### src/rtl/blade_pkg.sv
package blade_pkg;
    // Largest supported algebra dimension.
    localparam int unsigned MAX_DIMS = 5;

    typedef logic [MAX_DIMS-1:0] blade_bits_t;

    // Resolved product: destination blade and its sign.
    typedef struct packed {
        logic        neg;
        blade_bits_t idx;
    } blade_res_t;
endpackage

### src/rtl/blade_index_xor.sv
module blade_index_xor #(
    parameter int unsigned DIMS = 3
) (
    input  logic [DIMS-1:0] lhs_i,
    input  logic [DIMS-1:0] rhs_i,
    output logic [DIMS-1:0] idx_o
);
    // Shared vectors square to +1 and vanish; the rest survive.
    for (genvar k = 0; k < DIMS; k++) begin : g_bit
        assign idx_o[k] = lhs_i[k] ^ rhs_i[k];
    end
endmodule

### src/rtl/blade_swap_parity.sv
module blade_swap_parity #(
    parameter int unsigned DIMS = 3
) (
    input  logic [DIMS-1:0] lhs_i,
    input  logic [DIMS-1:0] rhs_i,
    output logic            neg_o
);
    // One flag per left vector: parity of right vectors that must pass it.
    logic [DIMS-1:0] cross_par;

    for (genvar i = 0; i < DIMS; i++) begin : g_row
        if (i == 0) begin : g_lowest
            assign cross_par[i] = 1'b0;
        end else begin : g_upper
            logic [i-1:0] pair_hit;
            for (genvar j = 0; j < i; j++) begin : g_col
                assign pair_hit[j] = lhs_i[i] & rhs_i[j];
            end
            assign cross_par[i] = ^pair_hit;
        end
    end

    assign neg_o = ^cross_par;
endmodule

### src/rtl/blade_out_stage.sv
module blade_out_stage
    import blade_pkg::*;
#(
    parameter int unsigned DIMS    = 3,
    parameter bit          REG_OUT = 1'b1
) (
    input  logic            clk_i,
    input  logic            rst_ni,
    input  logic [DIMS-1:0] idx_i,
    input  logic            neg_i,
    output logic [DIMS-1:0] idx_o,
    output logic            neg_o
);
    blade_res_t res_d;
    blade_res_t res_q;

    always_comb begin
        res_d           = '0;
        res_d.neg       = neg_i;
        res_d.idx       = '0;
        res_d.idx[DIMS-1:0] = idx_i;
    end

    if (REG_OUT) begin : g_reg
        always_ff @(posedge clk_i) begin
            if (!rst_ni) begin
                res_q <= '0;
            end else begin
                res_q <= res_d;
            end
        end
        assign idx_o = res_q.idx[DIMS-1:0];
        assign neg_o = res_q.neg;
    end else begin : g_comb
        assign res_q = res_d;
        assign idx_o = res_d.idx[DIMS-1:0];
        assign neg_o = res_d.neg;
    end
endmodule

### src/rtl/blade_product.sv
module blade_product
    import blade_pkg::*;
#(
    parameter int unsigned DIMS    = 3,
    parameter bit          REG_OUT = 1'b1
) (
    input  logic            clk_i,
    input  logic            rst_ni,
    input  logic [DIMS-1:0] blade_a_i,
    input  logic [DIMS-1:0] blade_b_i,
    output logic [DIMS-1:0] blade_o,
    output logic            neg_o
);
    // dimension range guard
    if (DIMS < 1 || DIMS > MAX_DIMS) begin : g_bad_dims
        $error("blade_product: DIMS must lie in 1..%0d", MAX_DIMS);
    end

    logic [DIMS-1:0] core_idx;
    logic            core_neg;

    blade_index_xor #(.DIMS(DIMS)) u_index (
        .lhs_i (blade_a_i),
        .rhs_i (blade_b_i),
        .idx_o (core_idx)
    );

    blade_swap_parity #(.DIMS(DIMS)) u_sign (
        .lhs_i (blade_a_i),
        .rhs_i (blade_b_i),
        .neg_o (core_neg)
    );

    blade_out_stage #(.DIMS(DIMS), .REG_OUT(REG_OUT)) u_out (
        .clk_i  (clk_i),
        .rst_ni (rst_ni),
        .idx_i  (core_idx),
        .neg_i  (core_neg),
        .idx_o  (blade_o),
        .neg_o  (neg_o)
    );

    // Assertion helper: set once a full cycle out of reset has passed.
    logic live_d, live_q;
    always_comb live_d = 1'b1;
    always_ff @(posedge clk_i) begin
        if (!rst_ni) live_q <= 1'b0;
        else         live_q <= live_d;
    end


    index_popcount_chk: assert property (@(posedge clk_i) disable iff (!rst_ni)
        $countones(core_idx) == $countones(blade_a_i) + $countones(blade_b_i)
                                - 2 * $countones(blade_a_i & blade_b_i));


    scalar_left_chk: assert property (@(posedge clk_i) disable iff (!rst_ni)
        (blade_a_i == '0) |-> (core_idx == blade_b_i && !core_neg));


    scalar_right_chk: assert property (@(posedge clk_i) disable iff (!rst_ni)
        (blade_b_i == '0) |-> (core_idx == blade_a_i && !core_neg));


    self_square_chk: assert property (@(posedge clk_i) disable iff (!rst_ni)
        (blade_a_i == blade_b_i) |->
            (core_idx == '0 && core_neg == (($countones(blade_a_i) % 4) >= 2)));


    anticommute_chk: assert property (@(posedge clk_i) disable iff (!rst_ni)
        ($countones(blade_a_i) == 1 && $countones(blade_b_i) == 1 && blade_a_i != blade_b_i)
            |-> (core_neg == (blade_a_i > blade_b_i)));

    if (REG_OUT) begin : g_delay_chk

        reg_delay_chk: assert property (@(posedge clk_i) disable iff (!rst_ni)
            live_q |-> (blade_o == $past(core_idx) && neg_o == $past(core_neg)));
    end
endmodule

### config.mk
export PLATFORM = sky130hd
export DESIGN_NAME = blade_product
export DESIGN_NICKNAME = d
export VERILOG_FILES = /design/src/rtl/blade_pkg.sv /design/src/rtl/blade_index_xor.sv /design/src/rtl/blade_swap_parity.sv /design/src/rtl/blade_out_stage.sv /design/src/rtl/blade_product.sv
export SDC_FILE = /design/constraint.sdc
export NUM_CORES = 1
export LEC_CHECK = 0
export ABC_AREA = 1
export BUFFER_PORTS_ARGS = -buffer_cell sky130_fd_sc_hd__clkbuf_2
export CORE_AREA = 3 3 40 42
export DETAILED_ROUTE_END_ITERATION = 8
export DIE_AREA = 0 0 43 45
export GPL_TIMING_DRIVEN = 0
export PLACE_DENSITY_LB_ADDON = 0.2
export REMOVE_ABC_BUFFERS = 1
export SETUP_SLACK_MARGIN = 0.5
export SLEW_MARGIN = 0
export SYNTH_ARGS = -nofsm -noshare
export SYNTH_HDL_FRONTEND = slang
export SYNTH_HIERARCHICAL = 1
export SYNTH_SLANG_ARGS = --single-unit
### constraint.sdc
create_clock -name clk_i -period 0.8 [get_ports clk_i]
set_clock_uncertainty 0.1 [all_clocks]
set_input_delay 0.12 -clock clk_i [delete_from_list [all_inputs] [get_ports clk_i]]
set_output_delay 0.12 -clock clk_i [all_outputs]
set_load 0.02 [all_outputs]
==> results.md <==
| Group | Result | Value |
|---|---|---|
| logic synthesis | Area fraction in and, or, nand and nor cells after synthesis | 41.2% |
| power and ir drop | Power per cell area | 1370 nW/µm² |
| placed design | Area after detailed placement | 280 µm² |
| floorplan | Die height | 45 µm |
| timing | Post-route minimum period | 881 ps |
| outcome | Run status | finished, violations left |
| clock tree | Cell at the root of the clock tree | sky130_fd_sc_hd__clkbuf_4 |
| critical path | Arrival time at the worst endpoint | 660 ps |
| logic synthesis | Number of synthesis warnings | 6 |
| critical path | Type of the setup path with the least slack | reg2out |
| detailed routing | WL final | 483 µm |
| timing | Worst-case hold slack | 17.9 ps |
| detailed routing | Drt first pass iters | 2 |
| run | # Max-Cap Violations | 0 |
| logic synthesis | Share of the synthesized netlist area taken by xor and xnor gates | 0% |
| grt | Antenna violations before repair | 0 |
| hold path | Hold crit path type | in2reg |
| critical path | Kind of launch point of the worst setup path | register |
| placed design | Setup Slack @ Placement | -21.4 ps |
| critical path | Cell Chain, Critical Path | buf_8 |
| grt | Via count of the first global-routing pass | 213 |
| cells and area | Design area | 487 µm² |
| clock tree | TritonCTS clock tree | built |
| timing | Worst slew slack as a fraction of its limit | 94.1% |
| critical path | Crit path max fanout | 1 |
| grt | GR Overflow Total | 0 |
| timing | Highest clock frequency the design can meet | 1.13 GHz |
| critical path | Required @ worst endpoint | 580 ps |
| floorplan | Count of pins on the block boundary | 12 |
| placed design | Final estimated routing congestion in global placement | 0.686 |
| floorplan | Die width | 43 µm |
| detailed routing | First DRT Iteration DRCs | 1 |
| hold path | Hold Path Origin | rst_ni |
| timing | Slew of the pin with the lowest slew margin | 88.0 ps |
| detailed routing | Detail-routed net length per standard cell | 7.32 µm |
| logic synthesis | Count of different cell masters after synthesis | 4 |
| floorplan | Floorplan row count | 13 |
| timing | Crit share post-route | 110% |
| grt | Maximum number of pins on one net before global-route repair | 6 |
| clock tree | Setup fix buffers added after clock tree synthesis | 0 |
| logic synthesis | Per-instance average area after synthesis | 5.58 µm² |
| detailed routing | DRC viols | 0 |
| cells and area | Synth-to-Final Area Change | 136% |
| critical path | Highest-delay cell along the critical path | sky130_fd_sc_hd__dfxtp_2 |
| grt | Wire length of the first global-routing pass | 759 µm |
| timing | Max Slew Vio Count | 0 |
| logic synthesis | Arithmetic-cell share of the synthesized area counting full adders, half adders and majority gates | 0% |
| logic synthesis | Fraction of the mapped netlist area in compound gates | 0% |
| critical path | Critical path startpoint | u_out/idx_o[1] |
| detailed routing | Routed via count divided by cell count | 3.67 |
| logic synthesis | Multiplexer share of the synthesized area | 0% |
| placed design | Detailed-placement wirelength estimate | 356 µm |
| clock tree | Level count of the clock H-tree | 1 |
| cells and area | Number of nets in the layout | 61 |
| floorplan | Floorplan core area | 1280 µm² |
| logic synthesis | Flip-flop and latch count after synthesis | 4 |
| logic synthesis | Largest family of logic cells by synthesized area | simple AND/OR/NAND/NOR gates |
| critical path | Crit path capture type | output port |
| logic synthesis | Post-synthesis instance total | 37 |
| logic synthesis | Total standard cell area after synthesis | 206 µm² |
| power and ir drop | Leak | 0.283 nW |
| timing | Setup violations, final | 4 |
| grt | GR Util All Layers | 5.82% |
| timing | Setup repair after global routing missed its margin | true |
| floorplan | Starting density of the core | 16.1% |
| critical path | Worst Path Buf+Inv | 1 |
| clock tree | Clock-pin slew reported for the worst setup and hold paths after clock tree synthesis | 40 ps |
| placed design | Number of I/O port buffers | 11 |
| critical path | Peak per-stage delay on the critical path | 310 ps |
| power and ir drop | Maximum vdd drop | 0.261 mV |
| cells and area | Inserted Diodes | 0 |
| timing | Final Hold Violating Endpoints | 0 |
| floorplan | DIE AREA | 1940 µm² |
| clock tree | TritonCTS Sinks | 4 |
| cells and area | # fillers | 135 |
| detailed routing | Vias post-DR | 242 |
| placed design | Placed Instances | 63 |
| critical path | Delay-heaviest family, CP | flip-flops |
| timing | Final setup margin | -81.5 ps |
| outcome | Failing checks | setup timing |
| clock tree | Num CTS Buffers | 3 |
| logic synthesis | Sequential fraction of the synthesis area | 38.8% |
| detailed routing | ANT nets after route | 0 |
| cells and area | Fraction of layout instances using a drive strength above 1 | 64.7% |
| cells and area | Non-filler cells, final | 66 |
| clock tree | Maximum buffer depth of the clock tree | 2 |
-- cells in the mapped netlist (all sizes together) --
cell type	count	share of area (%)
inv	11	20
nand2	20	36
nand3	2	4.8
dfxtp	4	39
-- metal layers --
metal | vias up | part of all wire [%] | GRT usage, %
li1 | 131 | - | -
met1 | 100 | 36 | 5.28
met2 | 9 | 49 | 8.08
met3 | 2 | 12 | 2.39
met4 | 0 | 1.4 | 9.04
met5 | - | 0 | 0
-- cells by family after synthesis --
group / count (synthesis)
buffers and inverters: 11
DFF: 4
and+or+nand+nor: 22
-- area by class of cell --
cell class	instances	area (µm²)	share of cell area (%)
sequential	4	85.1	17.5
inverter	11	63.8	13.1
timing repair buffer	11	161	33.2
tap	15	18.8	3.86
clock buffer	3	22.5	4.63
multi-input combinational	22	135	27.8
-- layout by cell type (no fill, tap or decap) --
master                      count
sky130_fd_sc_hd__nand2_2        6
sky130_fd_sc_hd__dfxtp_2        4
sky130_fd_sc_hd__nand3_1        1
sky130_fd_sc_hd__clkinv_4       2
sky130_fd_sc_hd__inv_1          7
sky130_fd_sc_hd__inv_2          1
sky130_fd_sc_hd__clkbuf_4       3
sky130_fd_sc_hd__nand3_2        1
sky130_fd_sc_hd__nand2_4        4
sky130_fd_sc_hd__buf_2          1
sky130_fd_sc_hd__buf_6          1
sky130_fd_sc_hd__buf_8          4
sky130_fd_sc_hd__nand2_1       10
sky130_fd_sc_hd__clkbuf_16      3
sky130_fd_sc_hd__clkinv_8       1
sky130_fd_sc_hd__clkbuf_2       2
-- sequential cells by signal, indices dropped and copies added, names as in the netlist --
name,flops
u_out/idx_o,3
u_out/neg_o,1
-- repair_timing --
item	CTS	global route
setup endpoints to repair	8	8
pin swaps	9	7
hold buffers	0	0
gates resized for setup	28	22
-- path summary, 6_finish.rpt --
check	endpoint	slack [ps]	cells after the start
setup / recovery	blade_o[1]	-80	1
hold / removal	u_out/idx_o[1]	20	3
-- power by group --
part           internal [W]  switching, W
Sequential         0.000217    0.00000780
Combinational      0.000109     0.0000869
Clock              0.000167     0.0000773
Total              0.000494      0.000172
-- through the flow --
stage | utilization (%) | power [W] | TNS, ps
finish | 37.9 | 0.000666 | -321
global route | 37.9 | 0.000710 | -420
CTS | 33.4 | 0.000646 | -413
detailed placement | 21.8 | 0.000321 | -21.4
global placement | 21.8 | 0.000321 | -16.1
floorplan | - | 0.000277 | 0
(Power assumes the default switching activity.)
